--- src/rtl/rcs_pkg.sv ---
package rcs_pkg;
  localparam int REG_W     = 8;
  localparam int NUM_FLAGS = 5;
  localparam int DIS_BIT   = 7;
  localparam int POR_IDX   = 0;
  localparam int WINDOW    = 4;
endpackage

--- src/rtl/rcs_timed_bit.sv ---
module rcs_timed_bit #(
  parameter int WINDOW = 4
) (
  input  logic clk,
  input  logic rst_n,
  input  logic wr_en,
  input  logic wr_val,
  output logic bit_o
);
  localparam int CW = $clog2(WINDOW + 1);
  localparam logic [CW-1:0] CNT_LOAD = CW'(WINDOW);

  logic [CW-1:0] cnt_q, cnt_d;
  logic          pend_q, pend_d;
  logic          bit_q, bit_d;
  logic          win_open, commit, upd;

  always_comb begin
    win_open = (cnt_q != '0);
    commit   = wr_en && win_open && (wr_val == pend_q);
    cnt_d    = cnt_q;
    pend_d   = pend_q;
    bit_d    = bit_q;
    if (commit) begin
      cnt_d = '0;
      bit_d = pend_q;
    end else if (wr_en) begin
      cnt_d  = CNT_LOAD;
      pend_d = wr_val;
    end else if (win_open) begin
      cnt_d = cnt_q - CW'(1);
    end
    upd = wr_en || win_open;
  end

  always_ff @(posedge clk or negedge rst_n) begin
    if (!rst_n) begin
      cnt_q  <= '0;
      pend_q <= 1'b0;
      bit_q  <= 1'b0;
    end else if (upd) begin
      cnt_q  <= cnt_d;
      pend_q <= pend_d;
      bit_q  <= bit_d;
    end
  end

  assign bit_o = bit_q;

  AST_LONE_WRITE_HOLDS: assert property (@(posedge clk) disable iff (!rst_n)
    !(wr_en && cnt_q != '0) |=> $stable(bit_q));
  AST_CNT_BOUND: assert property (@(posedge clk) disable iff (!rst_n)
    cnt_q <= CNT_LOAD);
  AST_MATCH_COMMITS: assert property (@(posedge clk) disable iff (!rst_n)
    (wr_en && cnt_q != '0 && wr_val == pend_q) |=> (bit_q == $past(wr_val) && cnt_q == '0));
  AST_REOPEN_WINDOW: assert property (@(posedge clk) disable iff (!rst_n)
    (wr_en && (cnt_q == '0 || wr_val != pend_q)) |=> (cnt_q == CNT_LOAD && pend_q == $past(wr_val)));
endmodule

--- src/rtl/rcs_flag_bank.sv ---
module rcs_flag_bank #(
  parameter int N       = 5,
  parameter int POR_IDX = 0
) (
  input  logic         clk,
  input  logic         rst_n,
  input  logic [N-1:0] src_evt,
  input  logic [N-1:0] clr_req,
  output logic [N-1:0] flags_o
);
  logic [N-1:0] flag_q, flag_d, flag_en;

  for (genvar i = 0; i < N; i++) begin : g_flag
    if (i == POR_IDX) begin : g_por
      always_comb begin
        flag_en[i] = src_evt[i] || clr_req[i];
        flag_d[i]  = src_evt[i];
      end
    end else begin : g_src
      always_comb begin
        flag_en[i] = src_evt[i] || src_evt[POR_IDX] || clr_req[i];
        flag_d[i]  = src_evt[i];
      end
      AST_POR_CLEARS: assert property (@(posedge clk) disable iff (!rst_n)
        (src_evt[POR_IDX] && !src_evt[i]) |=> !flag_q[i]);
    end

    always_ff @(posedge clk or negedge rst_n) begin
      if (!rst_n)          flag_q[i] <= 1'b0;
      else if (flag_en[i]) flag_q[i] <= flag_d[i];
    end

    AST_SRC_SETS: assert property (@(posedge clk) disable iff (!rst_n)
      src_evt[i] |=> flag_q[i]);
    AST_CLEAR_WORKS: assert property (@(posedge clk) disable iff (!rst_n)
      (clr_req[i] && !src_evt[i]) |=> !flag_q[i]);
    AST_QUIET_HOLDS: assert property (@(posedge clk) disable iff (!rst_n)
      (!src_evt[i] && !src_evt[POR_IDX] && !clr_req[i]) |=> $stable(flag_q[i]));
  end

  assign flags_o = flag_q;
endmodule

--- src/rtl/rst_cause_ctl.sv ---
module rst_cause_ctl
  import rcs_pkg::*;
(
  input  logic             clk,
  input  logic             rst_n,
  input  logic             wr_en,
  input  logic [REG_W-1:0] wr_data,
  input  logic             por_evt,
  input  logic             ext_evt,
  input  logic             bod_evt,
  input  logic             wdt_evt,
  input  logic             dbg_rst_evt,
  input  logic             fuse_dbg_en,
  output logic [REG_W-1:0] rd_data,
  output logic             dbg_disable,
  output logic             dbg_if_en
);
  logic [NUM_FLAGS-1:0] src_vec, clr_vec, flags;
  logic                 dis_bit;

  always_comb begin
    src_vec = {dbg_rst_evt, wdt_evt, bod_evt, ext_evt, por_evt};
    clr_vec = {NUM_FLAGS{wr_en}} & ~wr_data[NUM_FLAGS-1:0];
  end

  rcs_flag_bank #(.N(NUM_FLAGS), .POR_IDX(POR_IDX)) u_flags (
    .clk     (clk),
    .rst_n   (rst_n),
    .src_evt (src_vec),
    .clr_req (clr_vec),
    .flags_o (flags)
  );

  rcs_timed_bit #(.WINDOW(WINDOW)) u_dis (
    .clk    (clk),
    .rst_n  (rst_n),
    .wr_en  (wr_en),
    .wr_val (wr_data[DIS_BIT]),
    .bit_o  (dis_bit)
  );

  always_comb begin
    rd_data                  = '0;
    rd_data[NUM_FLAGS-1:0]   = flags;
    rd_data[DIS_BIT]         = dis_bit;
    dbg_disable              = dis_bit;
    dbg_if_en                = fuse_dbg_en && !dis_bit;
  end

  AST_DIS_BLOCKS_IF: assert property (@(posedge clk) disable iff (!rst_n)
    rd_data[DIS_BIT] |-> !dbg_if_en);
endmodule

--- config.mk ---
export PLATFORM = sky130hd
export DESIGN_NAME = rst_cause_ctl
export DESIGN_NICKNAME = d
export VERILOG_FILES = /design/src/rtl/rcs_pkg.sv /design/src/rtl/rcs_timed_bit.sv /design/src/rtl/rcs_flag_bank.sv /design/src/rtl/rst_cause_ctl.sv
export SDC_FILE = /design/constraint.sdc
export NUM_CORES = 1
export LEC_CHECK = 0
export ABC_CLOCK_PERIOD_IN_PS = 1800
export BUFFER_PORTS_ARGS = -buffer_cell sky130_fd_sc_hd__buf_2
export CORE_ASPECT_RATIO = 0.75
export CORE_MARGIN = 5
export CORE_UTILIZATION = 29
export CTS_CLUSTER_DIAMETER = 200
export DETAILED_ROUTE_END_ITERATION = 6
export SYNTH_ARGS = -nofsm -noshare
export SYNTH_HDL_FRONTEND = slang
export SYNTH_SLANG_ARGS = --single-unit
--- constraint.sdc ---
create_clock -name clk -period 1.8 [get_ports clk]
set_clock_uncertainty 0.1 [all_clocks]
set_input_delay 0.18 -clock clk [delete_from_list [all_inputs] [get_ports clk]]
set_output_delay 0.18 -clock clk [all_outputs]
set_load 0.005 [all_outputs]
==> results.toml <==
[synth]
syn_inst = 47
synth_top_cell_by_area = "dfrtp_1"
yosys_warnings = 0
netlist.area_leader.share_pct = 48.1
syn_area_per_cell_um2 = 11.1
synth-seq-cells = 10
syn_area_um2 = 520
ys_seq_area_share_pct = 48.1
ys_types = 21
synth_area_leaders = "dfrtp_1, a31o_2, nand2b_1"

[clock_tree]
ctsLongestPathBuffers = 2
cts_hold_buf = 6
cts_setup_buffers = 0
clock_sinks = 10
cts-buffers-inserted = 3
htree_levels = 1
clk_latency_ps = 270
post_cts_resized = 0
cts_tree = "done"
cts-root-buf = "clkbuf_4"
clkTransAtPathRegs_ps = 70

[cells_and_area]
layout.nets = 96
final_core_utilization_pct = 42.2
final_cell_mix = "buf_2, dfrtp_1, inv_1, dlygate4sd3_1, nand2b_1"
area_growth_pct = 39.9
final_common_cell = "buf_2"
drive_above_1_share_pct = 44.7
nFillCells = 174
diodes = 0

[sta]
min_period_ps = 1460
setup_viol = 0
max_freq_ghz = 0.683
fin_hold_ws_ps = 97.9
hold_violations = 0
period_share_pct = 81.3
grt_setup_unrepaired = "no"
finalSetupTns_ps = 0
drv_slew = 0

[floorplan]
die_x_um = 58.9
row_count = 13
design.core.area_um2 = 1720
dieArea_um2 = 2750
pin_count = 27
start_util_pct = 30.2
fp.dieH_um = 46.7

[setup_path]
crit_required_ps = 1890
cp-end-kind = "register"
cp.arrival_ps = 1550
crit_type = "register to register"
r2r_setup_slack_ps = 340
cp-start-kind = "register"
crit_fanout = 7

[detailed_routing]
drtAntennaViolNets = 0
route.detailed.drc = 0
routed_wl_mm = 1.02
wl_per_cell_um = 10.4
drt-initial-drc-count = 4
viasPerCell = 4.13
num_vias = 405
dr.pass1.iters = 2

[grt]
grt_max_degree = 12
track_usage_pct = 8.24
grt_pass1_wl_mm = 1.58
overflow = 0
grt_antenna_before_repair = 0
grt_pass1_vias = 363

[power_and_ir_drop]
clock_power_share_pct = 26.3
p_leak_nw = 0.358
combPwrFrac_pct = 35.1
swShare_pct = 30.0
seqPwrFrac_pct = 38.6
pwr_density_cell_nw_per_um2 = 1080
intPower_mw = 0.549
power.total_mw = 0.784
p_switching_mw = 0.235
ir_worst_vdd_v = 0.000714

[outcome]
outcome = "completed"

[min_path]
min_path_type = "input pin to register"

[run]
drv_cap = 0

[placed_design]
dp.final_hpwl_um = 770
port-buffer-count = 22
gp_congestion = 0.654
[metrics by stage]
step	instances	setup WS (ps)	area [um2]
after floorplan	48	406	524
after global placement	88	343	632
after detailed placement	88	335	632
after CTS	98	312	728
after global routing	98	283	728
final	98	336	728
[power by group through the flow]
stage | Clock, mW | Sequential (mW) | Combinational (mW)
floorplan | 0 | 0.305 | 0.210
global placement | 0 | 0.306 | 0.264
detailed placement | 0 | 0.308 | 0.268
CTS | 0.217 | 0.304 | 0.284
global route | 0.223 | 0.309 | 0.315
finish | 0.206 | 0.303 | 0.275
[routing by layer]
metal / vias up / wire length [um] / share of wire [%] / GRT usage (%)
met5: - / 0 / 0 / 0
met4: 0 / 0 / 0 / 0
met3: 0 / 136 / 13 / 6.72
met2: 23 / 405 / 40 / 11.5
met1: 174 / 478 / 47 / 10.4
li1: 208 / - / - / -
[final cells by class]
type | count | area, um2 | share of cell area [%]
sequential | 10 | 250 | 34.4
multi-input combinational | 28 | 221 | 30.4
timing repair buffer | 28 | 170 | 23.4
clock buffer | 4 | 36.3 | 4.98
tap | 22 | 27.5 | 3.78
inverter | 6 | 22.5 | 3.09
[worst paths after layout]
check	cells past startpoint	to	startpoint
worst max-delay path	5	u_dis.cnt_q[2]	u_dis.cnt_q[0]
min in group asynchronous	2	u_dis.cnt_q[2]	rst_n
worst min register to register	1	u_flags.flags_o[0]	u_flags.flags_o[0]
worst max register to register	5	u_dis.cnt_q[2]	u_dis.cnt_q[0]
max in group asynchronous	2	u_flags.flags_o[1]	rst_n
worst min-delay path	2	u_dis.pend_q	wr_data[7]
[synth_stat cells, drive strengths merged]
cell type   n
o211ai      1
conb        1
nand4b      1
o21ai       1
a32oi       1
buf         4
inv         6
xnor2       1
mux2        1
ha          2
nor2b       2
and2b       1
xor2        1
a211oi      1
nand2b      5
nand2       1
dfrtp      10
or2         1
nor2        1
a31o        4
a21o        1
[logic make-up (layout without fill, tap and decap cells)]
group	after synthesis	after routing	share of synthesized area, %
flops	10	10	48.1
buf+inv	10	38	10.1
xor+xnor	2	2	3.37
other cells	1	2	0.720
fa+ha+maj	2	2	4.81
mux	1	1	2.16
compound gates	9	9	16.1
simple gates	12	12	14.7
[worst max-delay path: stages (launching register included)]
cell and delay (ps):
dfrtp_1 360, inv_1 50, ha_1 190, ha_1 260, or2_1 260, a32oi_2 180
[sequential cells by signal, indices dropped and copies added, names as in the netlist]
name and flops:
u_dis.pend_q 1, u_dis.cnt_q 3, u_flags.flags_o 5, u_dis.bit_o 1
Note: power is estimated with default switching activity, not from simulation.
